[config.mk]
export PLATFORM = sky130hd
export DESIGN_NAME = irq_sense_ctrl
export DESIGN_NICKNAME = d
export VERILOG_FILES = /design/src/rtl/irqs_pkg.sv /design/src/rtl/irqs_sync.sv /design/src/rtl/irqs_regs.sv /design/src/rtl/irqs_pin_detect.sv /design/src/rtl/irq_sense_ctrl.sv
export SDC_FILE = /design/constraint.sdc
export NUM_CORES = 1
export LEC_CHECK = 0
export BUFFER_PORTS_ARGS = -buffer_cell sky130_fd_sc_hd__buf_2
export CAP_MARGIN = 20
export CELL_PAD_IN_SITES_DETAIL_PLACEMENT = 1
export CELL_PAD_IN_SITES_GLOBAL_PLACEMENT = 2
export CORE_UTILIZATION = 39
export CTS_BUF_LIST = sky130_fd_sc_hd__clkbuf_8
export DETAILED_ROUTE_END_ITERATION = 7
export GPL_TIMING_DRIVEN = 0
export PLACE_DENSITY = 0.93
export SYNTH_ARGS = -nofsm -noshare
export SYNTH_HDL_FRONTEND = slang
export SYNTH_HIERARCHICAL = 1
export SYNTH_SLANG_ARGS = --single-unit
[constraint.sdc]
create_clock -name clk -period 2.25 [get_ports clk]
set_input_delay 0.1125 -clock clk [delete_from_list [all_inputs] [get_ports clk]]
set_output_delay 0.1125 -clock clk [all_outputs]
set_load 0.01 [all_outputs]
[src/rtl/irqs_pkg.sv]
package irqs_pkg;
  typedef enum logic [1:0] {
    SENSE_LOW  = 2'b00,
    SENSE_FALL = 2'b01,
    SENSE_RISE = 2'b10,
    SENSE_BOTH = 2'b11
  } sense_e;

  localparam int FIELD_W = 2;
  localparam logic ADDR_CTRL = 1'b0;
  localparam logic ADDR_STAT = 1'b1;
endpackage

[src/rtl/irqs_sync.sv]
module irqs_sync #(
  parameter int W      = 8,
  parameter int STAGES = 2
) (
  input  logic         clk,
  input  logic         rst,
  input  logic [W-1:0] d,
  output logic [W-1:0] q
);
  logic [W-1:0] stg [STAGES];

  // Preset high: an idle pin is high, so reset release creates no edge.
  always_ff @(posedge clk) begin
    if (rst) begin
      for (int i = 0; i < STAGES; i++) stg[i] <= '1;
    end else begin
      stg[0] <= d;
      for (int i = 1; i < STAGES; i++) stg[i] <= stg[i-1];
    end
  end

  assign q = stg[STAGES-1];
endmodule

[src/rtl/irqs_regs.sv]
module irqs_regs
  import irqs_pkg::*;
#(
  parameter int NUM_PINS = 8,
  localparam int CTRL_W  = FIELD_W * NUM_PINS
) (
  input  logic                clk,
  input  logic                rst,
  input  logic                wr,
  input  logic                addr,
  input  logic [CTRL_W-1:0]   wdata,
  input  logic [NUM_PINS-1:0] req,
  output logic [CTRL_W-1:0]   ctrl_q,
  output logic [CTRL_W-1:0]   ctrl_d,
  output logic [NUM_PINS-1:0] field_chg,
  output logic [NUM_PINS-1:0] clr_wr,
  output logic [CTRL_W-1:0]   rdata
);
  logic ctrl_we, stat_we;

  assign ctrl_we = wr && (addr == ADDR_CTRL);
  assign stat_we = wr && (addr == ADDR_STAT);
  assign ctrl_d  = ctrl_we ? wdata : ctrl_q;
  assign clr_wr  = stat_we ? wdata[NUM_PINS-1:0] : '0;

  for (genvar n = 0; n < NUM_PINS; n++) begin : g_chg
    assign field_chg[n] = ctrl_d[FIELD_W*n +: FIELD_W] != ctrl_q[FIELD_W*n +: FIELD_W];
  end

  always_ff @(posedge clk) begin
    if (rst) begin
      ctrl_q <= '0;
      rdata  <= '0;
    end else begin
      ctrl_q <= ctrl_d;
      rdata  <= (addr == ADDR_STAT) ? CTRL_W'(req) : ctrl_q;
    end
  end
endmodule

[src/rtl/irqs_pin_detect.sv]
module irqs_pin_detect
  import irqs_pkg::*;
(
  input  logic   clk,
  input  logic   rst,
  input  logic   sync,
  input  sense_e mode_q,
  input  sense_e mode_d,
  input  logic   field_chg,
  input  logic   clr,
  output logic   req
);
  logic prev, pend_q, pend_d, rise, fall, hit;

  assign rise = sync & ~prev;
  assign fall = ~sync & prev;

  always_comb begin
    unique case (mode_q)
      SENSE_FALL: hit = fall;
      SENSE_RISE: hit = rise;
      SENSE_BOTH: hit = rise | fall;
      default:    hit = 1'b0;
    endcase
  end

  // Mode change discards stale state; otherwise a new edge beats a clear.
  always_comb begin
    if (field_chg)  pend_d = 1'b0;
    else if (hit)   pend_d = 1'b1;
    else if (clr)   pend_d = 1'b0;
    else            pend_d = pend_q;
  end

  always_ff @(posedge clk) begin
    if (rst) begin
      prev   <= 1'b1;
      pend_q <= 1'b0;
      req    <= 1'b0;
    end else begin
      prev   <= sync;
      pend_q <= pend_d;
      req    <= (mode_d == SENSE_LOW) ? ~sync : pend_d;
    end
  end
endmodule

[src/rtl/irq_sense_ctrl.sv]
module irq_sense_ctrl
  import irqs_pkg::*;
#(
  parameter int NUM_PINS    = 8,
  parameter int SYNC_STAGES = 2
) (
  input  logic                      clk,
  input  logic                      rst,
  input  logic [NUM_PINS-1:0]       irq_pin,
  input  logic [NUM_PINS-1:0]       irq_ack,
  input  logic                      reg_wr,
  input  logic                      reg_addr,
  input  logic [2*NUM_PINS-1:0]     reg_wdata,
  output logic [2*NUM_PINS-1:0]     reg_rdata,
  output logic [NUM_PINS-1:0]       irq_req
);
  localparam int CTRL_W = FIELD_W * NUM_PINS;

  logic [NUM_PINS-1:0] pin_s, field_chg, clr_wr;
  logic [CTRL_W-1:0]   ctrl_q, ctrl_d;

  irqs_sync #(.W(NUM_PINS), .STAGES(SYNC_STAGES)) u_sync (
    .clk (clk),
    .rst (rst),
    .d   (irq_pin),
    .q   (pin_s)
  );

  irqs_regs #(.NUM_PINS(NUM_PINS)) u_regs (
    .clk       (clk),
    .rst       (rst),
    .wr        (reg_wr),
    .addr      (reg_addr),
    .wdata     (reg_wdata),
    .req       (irq_req),
    .ctrl_q    (ctrl_q),
    .ctrl_d    (ctrl_d),
    .field_chg (field_chg),
    .clr_wr    (clr_wr),
    .rdata     (reg_rdata)
  );

  for (genvar n = 0; n < NUM_PINS; n++) begin : g_pin
    irqs_pin_detect u_det (
      .clk       (clk),
      .rst       (rst),
      .sync      (pin_s[n]),
      .mode_q    (sense_e'(ctrl_q[FIELD_W*n +: FIELD_W])),
      .mode_d    (sense_e'(ctrl_d[FIELD_W*n +: FIELD_W])),
      .field_chg (field_chg[n]),
      .clr       (clr_wr[n] | irq_ack[n]),
      .req       (irq_req[n])
    );
  end
endmodule

Yosys cells after proc, flatten, opt, wreduce, memory -nomap -nowiden
Memory sizes are Yosys's and may differ from the RTL's.
Cells that the tools add are included.

word-level totals
  bits in registers = 56
  memory bits (writable) = 16
  bits of input ports = 36
  output and inout bits = 24
  word-level logic and storage cells = 170
  memories kept = 1

memory list
  memory      depth  bits a word  read ports  clocked after Yosys merged registers in  wr ports  RTL line         source
  u_sync.stg  2      8            2           0                                        2         irqs_sync.sv:10  logic [W-1:0] stg [STAGES];

operators by class
  equality and inequality tests = 32
  muxes and demuxes = 48
  bitwise operators = 51
  reduce and logical (&&, ||, !) cells = 11

operator list
  kind                                            number
  two-way mux 1 bit                               35
  == test 2 bit (second input constant)           16
  two-way mux 8 bit                               4
  one-hot mux 1 bit (3 select lines)              8
  bitwise OR 1 bit                                18
  inverter 1 bit                                  17
  AND 1 bit                                       16
  == test 2 x 1 -> 1 bit (second input constant)  8
  logical NOT 2 bit                               8
  two-way mux 16 bit                              1
  inequality test 2 bit                           8
  logical AND 1 bit                               2
  OR reduction 2 bit                              1

Longest topological paths before layout
Gate-level depths: netlist of the first run.
An unclocked memory read counts as a cell.

  depth after elaboration = 8
  depth in mapped cells = 8
  depth with buffers taken out = 5

Modules after synthesis
Netlist of the first run, hierarchy kept.

modules (own cells, without submodules)
  module           times used  cells each  area each (um^2)  sequential area each (um^2)
  irqs_regs        1           129         1430.1            640.6
  irqs_pin_detect  8           19          176.4             60.1
  irqs_sync        1           41          491.7             320.3
  irq_sense_ctrl   1           8           50.0              0.0

Least setup slack after synthesis of the first run
Ideal clock, no wire load.

  kind = in2reg
  from = in reg_addr
  to = reg g_pin[2].u_det.req
  library setup time = 0.125 ns
  arrival time = 1.216 ns
  data required time = 2.125 ns
  setup slack = 0.909 ns
  cell stages on the path = 7
  cells stage by stage = buf_6 nand2b_4 buf_6 buf_6 mux2_4 o31ai_1 a21oi_1

on the way
  elaborated cells between the ends (all ways) = 12
  those cells by class = eq/ne: 1; mux: 6; bitwise: 2; reduce/logical: 3

RTL lines
  item                    RTL line               source
  start: declaration      irq_sense_ctrl.sv:12   input logic reg_addr,
  inverter 1 bit *        irqs_regs.sv:21        assign ctrl_we = wr && (addr == ADDR_CTRL);
  logical AND 1 bit *     irqs_regs.sv:21
  two-way mux 16 bit *    irqs_regs.sv:23        assign ctrl_d = ctrl_we ? wdata : ctrl_q;
  via ctrl_d[5]           irq_sense_ctrl.sv:20   logic [CTRL_W-1:0] ctrl_q, ctrl_d;
  inequality test 2 bit   irqs_regs.sv:27        assign field_chg[n] = ctrl_d[FIELD_W*n +: FIELD_W] != ctrl_q[FIELD_W*n +: FIELD_W];
  two-way mux 1 bit       irqs_pin_detect.sv:29  if (field_chg) pend_d = 1'b0;
  two-way mux 1 bit *     irqs_pin_detect.sv:43  req <= (mode_d == SENSE_LOW) ? ~sync : pend_d;
  end signal: assignment  irqs_pin_detect.sv:43
  end: declaration        irqs_pin_detect.sv:11  output logic req

The timed path passes the listed nets; every way through them passes the cells marked *.
A chain may end at the register's enable or synchronous reset.

==> impl_results.md, run 1 <==
* Placement row count at 33
* Final RePlAce weighted congestion at 0.7881
* Top-Level Pins at 60
* CP Buf/Inv Count at 2
* Part of the Yosys area used for sequential elements at approximately 43%
* Violation count after the first detailed-routing iteration at 52
* Outcome: complete, no violations
* Clk buf depth at 2
* Final instance area at between 0.004 and 0.005 mm²
* Largest delay contributor family on the critical path: compound AO/OA/AOI/OAI gates
* Top library cells by usage in the layout, fill and taps aside: dfxtp_1 (72), buf_2 (58), inv_1 (25)
* Worst reg-to-reg setup slack at around 0.85 ns
* Actual transition at the worst max-transition pin at between 0.8 and 0.9 ns
* Max Fanout on Critical Path at 3
* Number of global-route vias before repair at around 2,600
* Clock Latency Late Sink at 0.35 ns
* Root Driver: clkbuf_8
* Final clock period utilization by the worst path at about 62%
* Count of state elements after synthesis at 72
* ANT nets after route at 0
* Worst hold-check path type: input port to flop
* Final min period at 1.405 ns
* Detailed-router iteration count before antenna repair at 4
* Critical path arrival at roughly 1.6 ns
* Internal power component at between 1.5 and 2 mW
* Number of antenna violations at the first check in global routing at 0
* Cell area after synthesis at about 0.0034 mm²
* Power per standard cell area at ~650 mW/mm²
* Worst hold margin at between 0.08 and 0.09 ns
* Leakage at ~1.9 nW
* Area growth syn-to-layout at 19.56%
* Leading cell type in the layout, fill and taps excluded: dfxtp_1
* Clock transition at path regs at roughly 0.07 ns
* Number of nets in the layout at between 400 and 500
* Area after detailed placement at 0.003805 mm²
* Required time worst endpoint at 2.44 ns
* Worst path slowest cell: dfxtp_1
* Switching Fraction at around a quarter
* Combinational share of power at 14.5%
* Global-route total usage across every layer at a little under a fifth
* Gr ovfl total at 0
* Number of enable-type register cells in the synthesized netlist at 0
* Layout Utilization at approximately half
* Reg2Reg Capture Point: g_pin[5].u_det/pend_q
* Max-cap violations at 0
* Most instantiated flip-flop cell in the synthesis netlist: dfxtp_1
* Final worst clock skew at between 0.006 and 0.007 ns
* Relative contribution of the clock network to total power at between 30% and 40%
* # DRC at 0
* Horizontal extent of the die at 95.14 µm
* Average footprint of a synthesized cell at 10.25 µm²
* Count of buffers from port buffering at 58
* Total Negative Setup Slacks at 0 ns
* Psw at 0.6638 mW
* Final hold viol count at 0
* Max-slew violations at 0
* Cells after Synth at 330
* Post-route worst setup slack at 0.8453 ns
* Sequential share of power at 52.2%
* Pre-CTS setup slack at 0.6741 ns
* Largest stage delay on the critical path at between 0.3 and 0.4 ns
* Die area at a little over 0.009 mm²
* Post-CTS resize count at 0
* Worst hold stages at 3
* R2R Path Start: u_sync/stg[0][13]
* Worst voltage drop across the vdd grid at between 300 and 400 µV
* Clock sink count at 72
* Core area at 0.008299 mm²
* Buffer count from post-CTS setup fixing at 0
* Async set-reset flop share out of synthesis at 0%
* Net count after synthesis at around 380
* Fillcell total at around 970
* N_diodes at 0
* Number of setup violations in the final report at 0
* Achievable clock frequency at 0.7119 GHz
* Total via count in the routed design at ~2,600
* Clock tree from TritonCTS: yes
* Cell Chain, Critical Path: buf_4 -> inv_1 -> ha_1 -> and2b_1 -> o21ai_1 -> a311oi_2
* Die height at around 95 µm
* Routed wirelength normalized by instance count at 14.81 µm
* Worst-case reg-to-reg path depth at 6
* Wire length of the first global-routing pass at 12,080 µm
* Maximum number of pins on one net before global-route repair at 39
* Destination of the worst hold path: u_regs/rdata[7]
* Unrepaired setup endpoints after global routing: no
* Start point of the worst min-delay path: reg_addr
* Number of CTS-inserted buffers at 9
* Max-slew headroom at a little over two fifths
* Post-DP HPWL at between 5000 and 6000 µm
* Starting utilization of the core area at 40.77%
* Count of cell types in the netlist at 25
* Count of warnings emitted by yosys at 6
* Startpoint kind of the worst setup timing path: flop
* Drt total wl at about 7600 µm
* Average via count per standard cell at between 4 and 5
* H-tree levels at 3
* Share of post-route cells with drive strength above 1 at about a quarter
* Setup crit end kind: flop
* Crit Path Class: flop to flop
cell families after synthesis:
kind of cell	Yosys count	synth area share [%]
simple gates	106	19.16
flops	72	42.60
compound gates	56	12.72
buf+inv	40	6.435
mux	24	9.024
xor+xnor	16	4.142
fa+ha+maj	16	5.917
metrics by stage:
stage	power, mW	std cells
after detailed placement	1.782	493
after global routing	2.761	514
after floorplan	1.639	330
final	2.638	514
after CTS	2.681	514
after global placement	1.766	493
per-layer routing:
metal	wire (µm)	vias to the layer above	part of all wire (%)	track usage (%)
met2	3695	50	49	31.37
met4	114	0	1.5	7.071
met5	0	-	0	0
met1	3487	1235	46	21.10
li1	-	1255	-	-
met3	314	11	4.1	4.944
flip-flops by register name, indices dropped and copies added (netlist names):
register and cells:
g_pin.u_det/req 8, g_pin.u_det/pend_q 8, g_pin.u_det/prev 8, u_sync/stg 16
u_regs/rdata 16, u_regs/ctrl_q 16
Yosys cell counts (12+ instances only):
cell / n / area share [%]
a21oi_1: 16 / 2.4
dfxtp_1: 72 / 43
ha_1: 16 / 5.9
inv_1: 24 / 2.7
mux2_4: 12 / 5.3
nor2_1: 17 / 1.9
nor2b_1: 24 / 4.4
or2_1: 24 / 4.4
xnor2_1: 16 / 4.1
cell type report:
cell class / instances / area, µm² / area share, %
Clock inverter: 2 / 8.758 / 0.2165
Clock buffer: 11 / 151.4 / 3.743
Tap cell: 105 / 131.4 / 3.248
Buffer: 16 / 127.6 / 3.155
Timing Repair Buffer: 66 / 370.4 / 9.156
Inverter: 24 / 90.09 / 2.227
Multi-Input combinational cell: 218 / 1724 / 42.62
Sequential cell: 72 / 1441 / 35.63
worst max path at each step:
| stage | startpoint | endpoint | cells past startpoint |
|---|---|---|---|
| finish | u_sync/stg[0][13] | g_pin[5].u_det/pend_q | 6 |
| detailed placement | reg_addr | g_pin[5].u_det/req | 7 |
| global placement | reg_addr | g_pin[6].u_det/req | 7 |
| CTS | u_sync/stg[0][13] | g_pin[5].u_det/pend_q | 6 |
| floorplan | reg_addr | g_pin[2].u_det/req | 7 |
| global route | u_sync/stg[0][13] | g_pin[5].u_det/pend_q | 6 |
what timing repair did:
item / in CTS / in global routing
hold buffers: 8 / 0
endpoints found under the hold margin: 8 / 0
setup endpoints to repair: 0 / 0
power by group through the flow:
stage | clock network [mW] | logic, mW | registers (mW)
after floorplan | 0 | 0.228 | 1.41
after global placement | 0 | 0.360 | 1.41
after detailed placement | 0 | 0.373 | 1.41
after CTS | 0.916 | 0.386 | 1.38
after global routing | 0.954 | 0.422 | 1.38
final | 0.877 | 0.383 | 1.38
worst reg2reg max path: stages, from the launching register on:
cell and delay [ns]:
dfxtp_1 0.31, buf_4 0.11, inv_1 0.04, ha_1 0.26, and2b_1 0.18, o21ai_1 0.23, a311oi_2 0.12
No activity file was read; power rests on OpenSTA's default activity.
==> run 2, diff against run 1 <==
--- a/config.mk
+++ b/config.mk
@@ -5,15 +5,16 @@
 export SDC_FILE = /design/constraint.sdc
 export NUM_CORES = 1
 export LEC_CHECK = 0
+export ABC_AREA = 1
 export BUFFER_PORTS_ARGS = -buffer_cell sky130_fd_sc_hd__buf_2
 export CAP_MARGIN = 20
 export CELL_PAD_IN_SITES_DETAIL_PLACEMENT = 1
 export CELL_PAD_IN_SITES_GLOBAL_PLACEMENT = 2
-export CORE_UTILIZATION = 39
+export CORE_UTILIZATION = 32
 export CTS_BUF_LIST = sky130_fd_sc_hd__clkbuf_8
 export DETAILED_ROUTE_END_ITERATION = 7
 export GPL_TIMING_DRIVEN = 0
-export PLACE_DENSITY = 0.93
+export PLACE_DENSITY = 0.88
 export SYNTH_ARGS = -nofsm -noshare
 export SYNTH_HDL_FRONTEND = slang
 export SYNTH_HIERARCHICAL = 1
==> constraint.sdc (replaced) <==
create_clock -name clk -period 1.3 [get_ports clk]
set_input_delay 0.065 -clock clk [delete_from_list [all_inputs] [get_ports clk]]
set_output_delay 0.065 -clock clk [all_outputs]
set_load 0.01 [all_outputs]
==> impl_results.md, run 2 <==
* Number of global-route vias before repair at 3,221 (+24%)
* Most instantiated flip-flop cell in the synthesis netlist: dfxtp_1
* Launch point of the critical path: u_sync/stg[0][9]
* Internal power component at 3.713 mW (+88%)
* Critical path arrival at 1.54 ns (-0.06 ns)
* Leading cell type in the layout, fill and taps excluded: inv_1
* Routed wirelength normalized by instance count at 12.44 µm (-16%)
* Max-slew headroom at 63.64% (+22 points)
* Share of post-route cells with drive strength above 1 at 24.17% (-2.2 points)
* Clock sink count at 72 (unchanged)
* Top-Level Pins at 60 (unchanged)
* ANT nets after route at 0 (unchanged)
* Switching Fraction at 27.43% (+2.3 points)
* Final hold viol count at 0 (unchanged)
* Clock Latency Late Sink at 0.37 ns (+0.02 ns)
* Sequential share of power at 47.0% (-5.2 points)
* Cell area after synthesis at 0.003541 mm² (+4.7%)
* Root Driver: clkbuf_8
* Die area at 0.01149 mm² (+27%)
* Required time worst endpoint at 1.60 ns (-0.84 ns)
* Worst hold-check path type: input port to flop
* Cells after Synth at 521 (+58%)
* R2R Path Start: u_sync/stg[0][9]
* Net count after synthesis at 573 (+50%)
* Average footprint of a synthesized cell at 6.796 µm² (-34%)
* Power per standard cell area at 1156 mW/mm² (+77%)
* Max Fanout on Critical Path at 3 (unchanged)
* Clock tree from TritonCTS: yes
* Count of cell types in the netlist at 20 (-20%)
* Final instance area at 0.004424 mm² (+9.4%)
* Starting utilization of the core area at 32.81% (-8.0 points)
* Core area at 0.01079 mm² (+30%)
* Clk buf depth at 2 (unchanged)
* Synth area leaders: dfxtp_1 (41%), inv_1 (13%), nand2_1 (13%)
* Worst voltage drop across the vdd grid at 441.7 µV (+21%)
* Psw at 1.403 mW (+110%)
* Achievable clock frequency at 0.8057 GHz (+13%)
* Leakage at 2.489 nW (+29%)
* Number of setup violations in the final report at 0 (unchanged)
* # DRC at 0 (unchanged)
* Actual transition at the worst max-transition pin at 0.5454 ns (-0.3281 ns)
* N_diodes at 0 (unchanged)
* Start point of the worst min-delay path: reg_wdata[11]
* Largest regs: u_regs/ctrl_q: 16 flops, u_regs/rdata: 16 flops, u_sync/stg: 16 flops
* Combinational share of power at 14.7% (+0.2 points)
* Async set-reset flop share out of synthesis at 0% (unchanged)
* Final min period at 1.241 ns (-0.1635 ns)
* Count of warnings emitted by yosys at 6 (unchanged)
* Startpoint kind of the worst setup timing path: flop
* Die height at 107.2 µm (+13%)
* Clock transition at path regs at 0.08 ns (about the same)
* Post-route worst setup slack at 0.05885 ns (-0.7865 ns)
* Post-synthesis share of cell area spent on full adders, half adders and majority gates at 5.654% (-0.26 points)
* Setup crit end kind: flop
* Cell taking the most area after synthesis: dfxtp_1
* Violation count after the first detailed-routing iteration at 83 (+60%)
* Area fraction of the dominant cell type after synthesis at 40.71% (-1.9 points)
* Drt total wl at 9257 µm (+22%)
* Power consumption at 5.116 mW (+94%)
* Number of nets in the layout at 651 (+42%)
* Final RePlAce weighted congestion at 0.7712 (-2.1%)
* Crit Path Class: flop to flop
* Post-synthesis compound-gate area fraction at 8.763% (-4.0 points)
* Placement row count at 38 (+15%)
* Number of CTS-inserted buffers at 9 (unchanged)
* Detailed-router iteration count before antenna repair at 4 (unchanged)
* Count of non-filler cells in the finished layout at 744 (+45%)
* Maximum number of pins on one net before global-route repair at 19 (-51%)
* Area after detailed placement at 0.004011 mm² (+5.4%)
* Top library cells by usage in the layout, fill and taps aside: inv_1 (119), nand2_1 (118), dfxtp_1 (68)
* Horizontal extent of the die at 107.2 µm (+13%)
* Placed instance count at 720 (+46%)
* Outcome: complete, no violations
* Area growth syn-to-layout at 24.95%
* H-tree levels at 3 (unchanged)
* Total via count in the routed design at 3,200 (+25%)
* Fillcell total at 1,380 (+42%)
* Final clock period utilization by the worst path at 95.47% (+33 points)
* Gr ovfl total at 0 (unchanged)
* Post-DP HPWL at 6667 µm (+22%)
* Post-synthesis mux area share at 0% (-9.0 points)
* Unrepaired setup endpoints after global routing: yes
* Pre-CTS setup slack at -0.2925 ns (-0.9666 ns)
* Max-cap violations at 0 (unchanged)
* Number of antenna violations at the first check in global routing at 0 (unchanged)
* Max-slew violations at 0 (unchanged)
* Number of enable-type register cells in the synthesized netlist at 0 (unchanged)
* Global-route total usage across every layer at 17.62% (-0.50 points)
* Xor and xnor fraction of the mapped netlist area at 0% (-4.1 points)
* Dominant combinational cell family by area after synthesis: simple AND/OR/NAND/NOR gates
* Part of the Yosys area used for sequential elements at 40.71% (-1.9 points)
* Final worst clock skew at 0.01121 ns (+0.005175 ns)
* Count of buffers from port buffering at 59 (+1.7%)
* Wire length of the first global-routing pass at 15,240 µm (+26%)
* Average via count per standard cell at 4.301 (-13%)
* Relative contribution of the clock network to total power at 38.3% (+5.1 points)
* Top cells by instance count after synthesis: inv_1 (122), nand2_1 (122), dfxtp_1 (72)
* Count of state elements after synthesis at 72 (unchanged)
* Simple-gate area share of the yosys netlist at 25.97% (+6.8 points)
-- run 2: layout make-up --
cell class,count,area (µm²),area share [%]
inverters,140,528.0,11.93
flip-flops and latches,72,1446,32.69
clock inverters,3,38.79,0.8767
well taps,140,175.2,3.959
clock buffers,13,178.9,4.044
repair buffers,68,382.9,8.654
multi-input cells,292,1538,34.76
plain buffers,16,136.4,3.083
-- run 2: worst paths after layout --
check	endpoint	slack (ns)	cells past startpoint
min reg2reg	u_sync/stg[0][11]	0.41	2
min	u_regs/ctrl_q[11]	0.1	5
max	g_pin[1].u_det/req	0.06	8
max reg2reg	g_pin[1].u_det/req	0.06	8
-- run 2: stage by stage --
stage | utilization, % | hold WS (ns) | setup TNS [ns]
6_report | 40.99 | 0.09508 | 0
4_1_cts | 39.98 | 0.09120 | 0
5_1_grt | 40.99 | 0.1310 | -0.05157
3_3_place_gp | 37.17 | 0.2439 | -5.269
2_1_floorplan | - | 0.1374 | 0
3_5_place_dp | 37.17 | 0.2477 | -5.893
-- run 2: logic make-up (layout without fill, tap and decap cells) --
kind of cell,after synthesis,after routing
buf+inv,157,240
compound gates,56,56
simple gates,220,220
fa+ha+maj,16,16
flops,72,72
-- run 2: power groups by stage --
| stage | logic, mW | registers, mW | clock network, mW |
|---|---|---|---|
| final | 0.755 | 2.40 | 1.96 |
| after global routing | 0.868 | 2.42 | 2.12 |
| after CTS | 0.735 | 2.40 | 2.02 |
| after detailed placement | 0.709 | 2.45 | 0 |
| after global placement | 0.689 | 2.44 | 0 |
| after floorplan | 0.447 | 2.45 | 0 |
-- run 2: per-layer routing --
layer  vias to the layer above  GRT usage [%]  wire [µm]
met2                        60          29.86       4431
met5                         -              0          0
met3                        13          3.404        331
met1                      1460          21.40       4300
li1                       1667              -          -
met4                         0          8.317        194
-- run 2: critical path, cell delays in order (launching register included) --
cell and delay [ns]:
dfxtp_2 0.34, buf_4 0.11, inv_1 0.05, ha_1 0.29, nand3_1 0.08, nand3_1 0.07, nand2_1 0.06, nand2_1 0.07
a21oi_2 0.11
-- run 2: timing repair --
item	4_1_cts	5_1_grt
gates resized for setup	3	35
hold endpoints to repair	8	0
pin swaps	4	16
setup endpoints to repair	1	14
setup buffers	0	1
hold buffers	8	0
==> run 3, diff against run 2 <==
--- a/config.mk
+++ b/config.mk
@@ -14,7 +14,8 @@
 export CTS_BUF_LIST = sky130_fd_sc_hd__clkbuf_8
 export DETAILED_ROUTE_END_ITERATION = 7
 export GPL_TIMING_DRIVEN = 0
-export PLACE_DENSITY = 0.88
+export HOLD_SLACK_MARGIN = 0.1
+export PLACE_DENSITY = 0.81
 export SYNTH_ARGS = -nofsm -noshare
 export SYNTH_HDL_FRONTEND = slang
 export SYNTH_HIERARCHICAL = 1
==> impl_results.md, run 3 (synthesized netlist as in run 2, its figures left out) <==
* Power per standard cell area at 1088 mW/mm² (-6.0%)
* Clock Latency Late Sink at 0.34 ns (-0.03 ns)
* Max-slew violations at 0 (unchanged)
* Achievable clock frequency at 0.8089 GHz (+0.40%)
* Average via count per standard cell at 4.295 (-0.15%)
* H-tree levels at 3 (unchanged)
* Count of non-filler cells in the finished layout at 743 (-0.13%)
* Leading cell type in the layout, fill and taps excluded: inv_1
* Horizontal extent of the die at 107.2 µm (unchanged)
* Core area at 0.01079 mm² (unchanged)
* Placement row count at 38 (unchanged)
* Start point of the worst min-delay path: reg_wdata[11]
* Root Driver: clkbuf_8
* Outcome: complete, no violations
* Crit Path Class: flop to flop
* Number of CTS-inserted buffers at 9 (unchanged)
* Maximum number of pins on one net before global-route repair at 19 (unchanged)
* Clk buf depth at 2 (unchanged)
* Setup crit end kind: flop
* Reg2Reg Capture Point: g_pin[0].u_det/req
* Clock sink count at 72 (unchanged)
* Wire length of the first global-routing pass at 15,210 µm (-0.23%)
* Gr ovfl total at 0 (unchanged)
* Area growth syn-to-layout at 22.47%
* ANT nets after route at 0 (unchanged)
* Clock transition at path regs at 0.07 ns (about the same)
* Violation count after the first detailed-routing iteration at 56 (-33%)
* Required time worst endpoint at 1.58 ns (-0.02 ns)
* Layout Utilization at 40.18% (-0.81 points)
* Starting utilization of the core area at 32.81% (unchanged)
* Worst-case reg-to-reg path depth at 8 (unchanged)
* Routed wirelength normalized by instance count at 12.47 µm (+0.23%)
* Final RePlAce weighted congestion at 0.7675 (-0.48%)
* Crit path to: g_pin[0].u_det/req
* Launch point of the critical path: u_sync/stg[0][8]
* Count of buffers from port buffering at 59 (unchanged)
* Fillcell total at 1,405 (+1.8%)
* Largest regs: u_regs/ctrl_q: 16 flops, u_regs/rdata: 16 flops, u_sync/stg: 16 flops
* R2R Path Start: u_sync/stg[0][8]
* Top-Level Pins at 60 (unchanged)
* Actual transition at the worst max-transition pin at 0.5541 ns (+0.008712 ns)
* Worst path slowest cell: dfxtp_2
* Worst reg-to-reg setup slack at 0.06 ns (about the same)
* Worst hold margin at 0.1094 ns (+0.01428 ns)
* Final instance area at 0.004337 mm² (-2.0%)
* Critical path arrival at 1.51 ns (-0.03 ns)
* Drt total wl at 9266 µm (about the same)
* Total Negative Setup Slacks at 0 ns (unchanged)
* Leakage at 2.465 nW (-0.95%)
* Largest stage delay on the critical path at 0.34 ns (about the same)
* Number of antenna violations at the first check in global routing at 0 (unchanged)
* Max-slew headroom at 63.06% (-0.58 points)
* Detailed-router iteration count before antenna repair at 4 (unchanged)
* Final hold viol count at 0 (unchanged)
* Post-DP HPWL at 6780 µm (+1.7%)
* Top library cells by usage in the layout, fill and taps aside: inv_1 (120), nand2_1 (116), dfxtp_1 (68)
* Buffer count from post-CTS setup fixing at 0 (unchanged)
* Final clock period utilization by the worst path at 95.10% (-0.38 points)
* Number of setup violations in the final report at 0 (unchanged)
* Area after detailed placement at 0.004011 mm² (unchanged)
* Number of global-route vias before repair at 3,245 (+0.75%)
* Die height at 107.2 µm (unchanged)
* # DRC at 0 (unchanged)
* Worst hold-check path type: input port to flop
* Clock tree from TritonCTS: yes
* Startpoint kind of the worst setup timing path: flop
* Final worst clock skew at 0.007092 ns (-0.004114 ns)
* Global-route total usage across every layer at 17.50% (-0.13 points)
* Placed instance count at 720 (unchanged)
* N_diodes at 0 (unchanged)
* Cell Chain, Critical Path: buf_4 -> inv_2 -> ha_1 -> nand3_2 -> nand3_2 -> nand2_1 -> nand2_1 -> a21oi_2
* Total via count in the routed design at 3,191 (-0.28%)
* Unrepaired setup endpoints after global routing: yes
* Die area at 0.01149 mm² (unchanged)
* Final min period at 1.236 ns (-0.004901 ns)
* Max-cap violations at 0 (unchanged)
* Number of nets in the layout at 651 (unchanged)
* Largest delay contributor family on the critical path: flip-flops
* Worst voltage drop across the vdd grid at 391.1 µV (-11%)
* Max Fanout on Critical Path at 3 (unchanged)
* CP Buf/Inv Count at 2 (unchanged)
* Crit. path cell count at 8 (unchanged)
* Share of post-route cells with drive strength above 1 at 23.55% (-0.62 points)
## run 3: tightest hold or removal path, delay by kind of cell
family                 cells  cell delay [ns]
AOI/OAI and AO/OA          1             0.08
buffers and inverters      2             0.12
and+or+nand+nor            2             0.16
## run 3: where the power goes
group | total (mW) | internal, mW | leakage (nW) | switching, mW
Sequential | 2.40 | 2.32 | 0.590 | 0.0829
Combinational | 0.755 | 0.305 | 1.77 | 0.450
Clock | 1.56 | 0.761 | 0.100 | 0.800
## run 3: area by class of cell
cell class / count / area (µm²) / area share, %
Multi-Input combinational cell: 292 / 1500 / 34.59
Sequential cell: 72 / 1446 / 33.35
Inverter: 140 / 525.5 / 12.12
Timing Repair Buffer: 67 / 375.4 / 8.656
Tap cell: 140 / 175.2 / 4.039
Clock buffer: 11 / 151.4 / 3.491
Buffer: 17 / 147.6 / 3.405
Clock inverter: 4 / 15.01 / 0.3462
## run 3: worst min-delay path by stage
stage                                  endpoint  slack [ns]  cells after the start
after global placement         u_sync/stg[0][2]        0.24                      3
after CTS                     u_regs/ctrl_q[15]        0.11                      5
after global routing          u_regs/ctrl_q[11]        0.14                      5
after floorplan           g_pin[0].u_det/pend_q        0.14                      1
after detailed placement       u_sync/stg[0][7]        0.25                      3
final                         u_regs/ctrl_q[11]        0.11                      5
## run 3: repair_timing
item / 4_1_cts / 5_1_grt
gates resized for setup: 3 / 35
gates cloned: 0 / 0
endpoints found under the setup margin: 2 / 14
pin swaps: 0 / 16
hold buffers: 8 / 0
endpoints found under the hold margin: 8 / 0
## run 3: per-stage QoR
step                setup slack (ns)  total power [mW]
floorplan                     0.1775             2.897
global placement             -0.2359             3.138
detailed placement           -0.2600             3.162
CTS                          0.01465             4.775
global route               0.0007795             5.012
finish                       0.06375             4.716
## run 3: per-layer routing
metal	part of all wire [%]	routed length [µm]	global-route usage, %
met3	2.4	223	2.796
met4	1.6	144	7.339
met2	48	4403	29.63
met1	49	4495	21.96
met5	0	0	0
